File: src/rtl/ulpi_pwrup_pkg.sv
package ulpi_pwrup_pkg;

    typedef logic [7:0] ulpi_byte_t;

    typedef enum logic [3:0] {
        PU_OFF,
        PU_BLANK,
        PU_WAIT_HI,
        PU_WAIT_LO,
        PU_CMD,
        PU_DATA,
        PU_STOP,
        PU_WAIT_RX,
        PU_RX_END,
        PU_READY,
        PU_FAIL_DIR,
        PU_FAIL_RX
    } pu_state_e;

    // Address of the function control register and its reset bit value
    localparam logic [5:0] FUNC_CTRL_ADDR = 6'h04;
    localparam ulpi_byte_t RESET_BIT_VAL  = 8'h20;
    localparam ulpi_byte_t IDLE_BYTE      = 8'h00;

    // What the link wants on its pads in a given state (before DIR gating)
    typedef struct packed {
        logic       oe_req;
        logic       stp;
        ulpi_byte_t data;
    } link_drive_t;

    function automatic ulpi_byte_t reg_write_cmd(input logic [5:0] addr);
        return {2'b10, addr};
    endfunction

    function automatic link_drive_t drive_for(input pu_state_e s);
        link_drive_t d;
        d = '{oe_req: 1'b0, stp: 1'b0, data: IDLE_BYTE};
        case (s)
            PU_CMD:     d = '{oe_req: 1'b1, stp: 1'b0, data: reg_write_cmd(FUNC_CTRL_ADDR)};
            PU_DATA:    d = '{oe_req: 1'b1, stp: 1'b0, data: RESET_BIT_VAL};
            PU_STOP:    d = '{oe_req: 1'b1, stp: 1'b1, data: IDLE_BYTE};
            PU_WAIT_RX,
            PU_RX_END,
            PU_READY:   d = '{oe_req: 1'b1, stp: 1'b0, data: IDLE_BYTE};
            default:    d = '{oe_req: 1'b0, stp: 1'b0, data: IDLE_BYTE};
        endcase
        return d;
    endfunction

endpackage

File: src/rtl/ulpi_tmo_ctr.sv
module ulpi_tmo_ctr #(
    parameter int LIMIT = 16
) (
    input  logic clk,
    input  logic rst,
    input  logic run,
    output logic expired
);
    localparam int CW = $clog2(LIMIT + 1);

    logic [CW-1:0] cnt;

    // Counts consecutive cycles with run high; clears as soon as run drops
    always_ff @(posedge clk) begin
        if (rst || !run) begin
            cnt <= '0;
        end else if (!expired) begin
            cnt <= cnt + 1'b1;
        end
    end

    assign expired = run && (cnt == CW'(LIMIT - 1));

endmodule

File: src/rtl/ulpi_turnaround.sv
module ulpi_turnaround (
    input  logic clk,
    input  logic rst,
    input  logic dir,
    output logic bus_free,
    output logic rx_slot
);
    logic dir_q;

    // The PHY is assumed to own the bus coming out of reset
    always_ff @(posedge clk) begin
        if (rst) begin
            dir_q <= 1'b1;
        end else begin
            dir_q <= dir;
        end
    end

    // Link may drive only after a full low cycle; release is immediate
    assign bus_free = !dir && !dir_q;
    // PHY data is valid from the second cycle of a DIR-high stretch
    assign rx_slot  = dir && dir_q;

endmodule

File: src/rtl/ulpi_pwrup_seq.sv
module ulpi_pwrup_seq
    import ulpi_pwrup_pkg::*;
#(
    parameter int BLANK_CYC = 16,
    parameter int DIR_TMO   = 64,
    parameter int RX_TMO    = 32
) (
    input  logic       clk,
    input  logic       rst,
    input  logic       dir,
    input  logic       nxt,
    input  logic [7:0] data_in,
    output logic       chip_sel,
    output logic       stp,
    output logic [7:0] data_out,
    output logic       data_oe,
    output logic       ready,
    output logic       err_dir_tmo,
    output logic       err_rx_tmo
);
    pu_state_e   state, state_nx;
    link_drive_t drv;
    logic        bus_free, rx_slot;
    logic        blank_run, dir_run, rx_run;
    logic        blank_done, dir_late, rx_late;

    ulpi_turnaround u_turn (
        .clk      (clk),
        .rst      (rst),
        .dir      (dir),
        .bus_free (bus_free),
        .rx_slot  (rx_slot)
    );

    assign blank_run = (state == PU_BLANK);
    assign dir_run   = (state == PU_BLANK) || (state == PU_WAIT_HI) || (state == PU_WAIT_LO);
    assign rx_run    = (state == PU_WAIT_RX);

    ulpi_tmo_ctr #(.LIMIT(BLANK_CYC)) u_blank (
        .clk (clk), .rst (rst), .run (blank_run), .expired (blank_done)
    );
    ulpi_tmo_ctr #(.LIMIT(DIR_TMO)) u_dir_tmo (
        .clk (clk), .rst (rst), .run (dir_run), .expired (dir_late)
    );
    ulpi_tmo_ctr #(.LIMIT(RX_TMO)) u_rx_tmo (
        .clk (clk), .rst (rst), .run (rx_run), .expired (rx_late)
    );

    always_comb begin
        state_nx = state;
        case (state)
            PU_OFF:     state_nx = PU_BLANK;
            PU_BLANK:   if (dir_late) state_nx = PU_FAIL_DIR;
                        else if (blank_done) state_nx = PU_WAIT_HI;
            PU_WAIT_HI: if (dir_late) state_nx = PU_FAIL_DIR;
                        else if (dir) state_nx = PU_WAIT_LO;
            PU_WAIT_LO: if (!dir) state_nx = PU_CMD;
                        else if (dir_late) state_nx = PU_FAIL_DIR;
            PU_CMD:     if (bus_free && nxt) state_nx = PU_DATA;
            PU_DATA:    state_nx = dir ? PU_CMD : PU_STOP;
            PU_STOP:    state_nx = dir ? PU_CMD : PU_WAIT_RX;
            PU_WAIT_RX: if (rx_slot && !nxt) state_nx = PU_RX_END;
                        else if (rx_late) state_nx = PU_FAIL_RX;
            PU_RX_END:  if (!dir) state_nx = PU_READY;
            default:    state_nx = state;
        endcase
    end

    always_ff @(posedge clk) begin
        if (rst) begin
            state <= PU_OFF;
        end else begin
            state <= state_nx;
        end
    end

    assign drv         = drive_for(state);
    assign data_oe     = drv.oe_req && bus_free;
    assign stp         = drv.stp && bus_free;
    assign data_out    = drv.data;
    assign chip_sel    = (state != PU_OFF);
    assign ready       = (state == PU_READY);
    assign err_dir_tmo = (state == PU_FAIL_DIR);
    assign err_rx_tmo  = (state == PU_FAIL_RX);


    oe_dir_chk: assert property (@(posedge clk) disable iff (rst) dir |-> !data_oe);

    oe_turn_chk: assert property (@(posedge clk) disable iff (rst) $rose(data_oe) |-> !$past(dir));

    stp_idle_chk: assert property (@(posedge clk) disable iff (rst) stp |-> (data_oe && data_out == IDLE_BYTE));

    stp_pulse_chk: assert property (@(posedge clk) disable iff (rst) stp |=> !stp);

    ready_hold_chk: assert property (@(posedge clk) disable iff (rst) ready |=> ready);

    err_excl_chk: assert property (@(posedge clk) disable iff (rst) (err_dir_tmo || err_rx_tmo) |-> !ready);

    blank_hold_chk: assert property (@(posedge clk) disable iff (rst)
        (state == PU_BLANK && !blank_done && !dir_late && !$stable(data_in)) |=> (state == PU_BLANK));

endmodule

File: config.mk
export PLATFORM = sky130hd
export DESIGN_NAME = ulpi_pwrup_seq
export DESIGN_NICKNAME = d
export VERILOG_FILES = /design/src/rtl/ulpi_pwrup_pkg.sv /design/src/rtl/ulpi_tmo_ctr.sv /design/src/rtl/ulpi_turnaround.sv /design/src/rtl/ulpi_pwrup_seq.sv
export SDC_FILE = /design/constraint.sdc
export NUM_CORES = 1
export LEC_CHECK = 0
export BUFFER_PORTS_ARGS = -buffer_cell sky130_fd_sc_hd__buf_2
export CELL_PAD_IN_SITES_DETAIL_PLACEMENT = 1
export CELL_PAD_IN_SITES_GLOBAL_PLACEMENT = 1
export CORE_ASPECT_RATIO = 0.6
export CORE_MARGIN = 2
export CORE_UTILIZATION = 40
export DETAILED_ROUTE_END_ITERATION = 7
export HOLD_SLACK_MARGIN = 0.08
export PLACE_DENSITY = 0.79
export SYNTH_ARGS = -nofsm -noshare
export SYNTH_HDL_FRONTEND = slang
export SYNTH_SLANG_ARGS = --single-unit
File: constraint.sdc
create_clock -name clk -period 2.35 [get_ports clk]
set_input_delay 0.47 -clock clk [delete_from_list [all_inputs] [get_ports clk]]
set_output_delay 0.47 -clock clk [all_outputs]
set_load 0.01 [all_outputs]
==> results.py <==
metrics = {
    "clock_tree": {
        "clkTransAtPathRegs_ns": 0.09,
        "hold_buffers": 0,
        "cts-root-buf": "clkbuf_8",
        "numCtsBuffers": 3,
        "cts_max_level": 1,
        "cts_tree": "done",
        "cts_setup_buffers": 0,
        "cts_buffer_depth": 2,
        "ctsResizeCount": 0,
        "cts.sinks": 23,
        "clock_latency_ns": 0.27,
    },
    "critical_path": {
        "r2r_slack_ns": 0.18,
        "r2r_end": "state[1]",
        "crit_arrival_ns": 2.37,
        "reg2reg_depth": 8,
        "timing.setup.critical_path_class": "reg2reg",
        "reg2reg_from": "u_blank.cnt[0]",
        "critPathSlowestCell": "or4_1",
        "cp_max_fo": 7,
        "crit_path_end_kind": "flop",
        "crit_chain": "ha_1 -> and3_1 -> ha_1 -> nor3b_1 -> a21oi_1 -> o311ai_2 -> or4_1 -> a21oi_1",
        "critical_path.max_stage_delay_ns": 0.52,
        "startpoint_type": "flop",
        "required_ns": 2.55,
    },
    "timing": {
        "period_needed_ns": 2.17,
        "slew_headroom": 0.557,
        "setup_viol": 0,
        "tns_ns": 0,
        "slew_violations": 0,
        "max_freq_mhz": 461,
        "worst_pin_slew_ns": 0.663,
        "hold_viol_final": 0,
        "rsz0062_at_grt": "no",
        "skew_ns": 0.00214,
        "period_share": 0.922,
    },
    "synth": {
        "synth-seq-cells": 23,
        "syn_inst": 163,
        "ys_seq_area_frac": 0.343,
        "syn-cell-area_sq_um": 1340,
        "synth_edf_count": 0,
        "synth.avg_cell_area_sq_um": 8.23,
        "synth_cell_types": 46,
        "yosys_warnings": 0,
        "ys.flop_type": "dfxtp_1",
        "async_reset_ff_frac": 0,
    },
    "grt": {
        "grt_first_pass_wirelength_mm": 5.49,
        "antenna_found_initial": 0,
        "grt_pass1_vias": 1164,
        "track_usage": 0.181,
        "grt-ovfl-total": 0,
        "grt_max_degree": 16,
    },
    "floorplan": {
        "die-area_sq_um": 3850,
        "die_h_um": 48.9,
        "coreArea_sq_um": 3220,
        "die_w_um": 78.8,
        "std_cell_rows": 16,
        "io_pins": 26,
        "initial_core_util": 0.416,
    },
    "pwr": {
        "power_leakage_uw": 0.000593,
        "ir_drop_mv": 0.407,
        "p_per_area_nw_per_um2": 815,
    },
    "layout": {
        "area.growth.synth_to_final_pct": 8.86,
        "drive_above_1_share": 0.163,
        "fin_cells": 217,
        "n_antenna_cell": 0,
        "fin_nets": 189,
    },
    "flow_run": {
        "drv_cap": 0,
    },
    "drt": {
        "drt_first_pass_iters": 4,
        "avgRoutedWirePerCell_um": 15.3,
        "vias": 1160,
        "vias_per_cell": 5.35,
        "routed_wl_mm": 3.31,
        "ant_nets": 0,
        "drc": 0,
        "drt-initial-drc-count": 45,
    },
    "place": {
        "dp.cells": 213,
        "dpl.hpwl_mm": 2.47,
        "port_buffers": 12,
        "gp_congestion": 0.805,
    },
    "min_path": {
        "whs_path_depth": 2,
        "hp-start": "rst",
        "holdCritPathClass": "in2reg",
        "worstHoldEndpoint": "state[0]",
    },
    "run_status": {
        "status": "complete, no violations",
    },
}
[how the worst max path moves through the flow]
stage / start / to / slack (ns) / depth (start not counted)
3_3_place_gp: dir / state[1] / 0.28 / 6
2_1_floorplan: u_blank.cnt[0] / state[1] / 0.29 / 9
6_report: u_blank.cnt[0] / state[1] / 0.18 / 8
5_1_grt: u_blank.cnt[0] / state[1] / 0.03 / 8
4_1_cts: u_blank.cnt[0] / state[1] / 0.17 / 8
3_5_place_dp: u_blank.cnt[0] / state[1] / 0.21 / 8
[cell type report]
class / count / area (sq um)
flip-flops and latches: 23 / 460
inverters: 4 / 15.0
fillers: 406 / 1760
repair buffers: 16 / 90.1
clock inverters: 1 / 5.00
clock buffers: 3 / 41.3
multi-input cells: 125 / 792
well taps: 45 / 56.3
[flip-flops by register name, summed over array words and instances, names as in the netlist]
signal         flops
u_blank.cnt        5
u_rx_tmo.cnt       6
state              4
u_dir_tmo.cnt      7
u_turn.dir_q       1
[routing by layer]
layer | vias up | GRT usage | wire, um
met1 | 566 | 0.233 | 1560
met5 | - | 0 | 0
met2 | 10 | 0.313 | 1690
met4 | 0 | 0.0409 | 0
li1 | 584 | - | -
met3 | 0 | 0.0407 | 71
[placed cells by master, fill, tap and decap left out, types with 2 or more instances in the layout]
cell type,netlist,routed
xnor2_1,5,5
nor3_1,11,11
nor2b_1,2,2
buf_4,6,4
mux2i_1,3,3
dfxtp_1,23,23
and4b_1,2,2
conb_1,1,5
buf_2,2,12
inv_1,3,3
and3_1,5,5
nand4b_1,2,2
nand2_1,13,13
ha_1,4,4
or2_2,2,2
a31oi_1,2,2
o21ai_0,2,2
nor3b_1,2,2
a21oi_1,7,7
nand3_1,2,2
a21o_1,2,2
nand2b_1,3,3
a211oi_1,2,2
clkbuf_8,0,3
or4_1,4,4
xor2_1,4,4
nor2_1,25,25
[worst max-delay path, delay by kind of cell (launching register included)]
family          cells  cell delay, ns
fa+ha+maj           2            0.49
flops               1            0.38
simple gates        3            0.77
compound gates      3            0.47
[where the power goes]
group | switching [uW] | total (uW) | internal, uW | leakage, uW
Clock | 136 | 255 | 119 | 0.0000255
Combinational | 219 | 405 | 186 | 0.000381
Sequential | 104 | 530 | 426 | 0.000186
[cell families after synthesis]
group,after synthesis,synth area share
other,1,0.00280
DFF,23,0.343
adders and majority gates,4,0.0373
muxes,3,0.0224
AOI/OAI and AO/OA,25,0.153
and+or+nand+nor,79,0.305
buffers and inverters,19,0.0774
xor gates and xnor gates,9,0.0588
[synthesized netlist by cell type (3+ instances only)]
cell type / n / area share
a21oi_1: 7 / 0.026
nor3_1: 11 / 0.041
nand2b_1: 3 / 0.014
xor2_1: 4 / 0.026
xnor2_1: 5 / 0.033
buf_4: 6 / 0.034
and3_1: 5 / 0.023
dfxtp_1: 23 / 0.34
nand2_1: 13 / 0.036
clkbuf_1: 5 / 0.014
nor2_1: 25 / 0.070
or4_1: 4 / 0.022
mux2i_1: 3 / 0.022
ha_1: 4 / 0.037
inv_1: 3 / 0.0084
[metrics by stage]
stage                     area (sq um)  total power (uW)  hold WS, ns  setup slack, ns  utilization
after global placement            1410               905        0.448            0.279        0.439
after CTS                         1460              1190        0.469            0.168        0.453
after detailed placement          1410               938        0.465            0.212        0.439
after floorplan                   1360               824        0.423            0.285            -
final                             1460              1190        0.474            0.183        0.453
after global routing              1460              1260        0.473           0.0330        0.453
No activity file was read; power rests on OpenSTA's default activity.
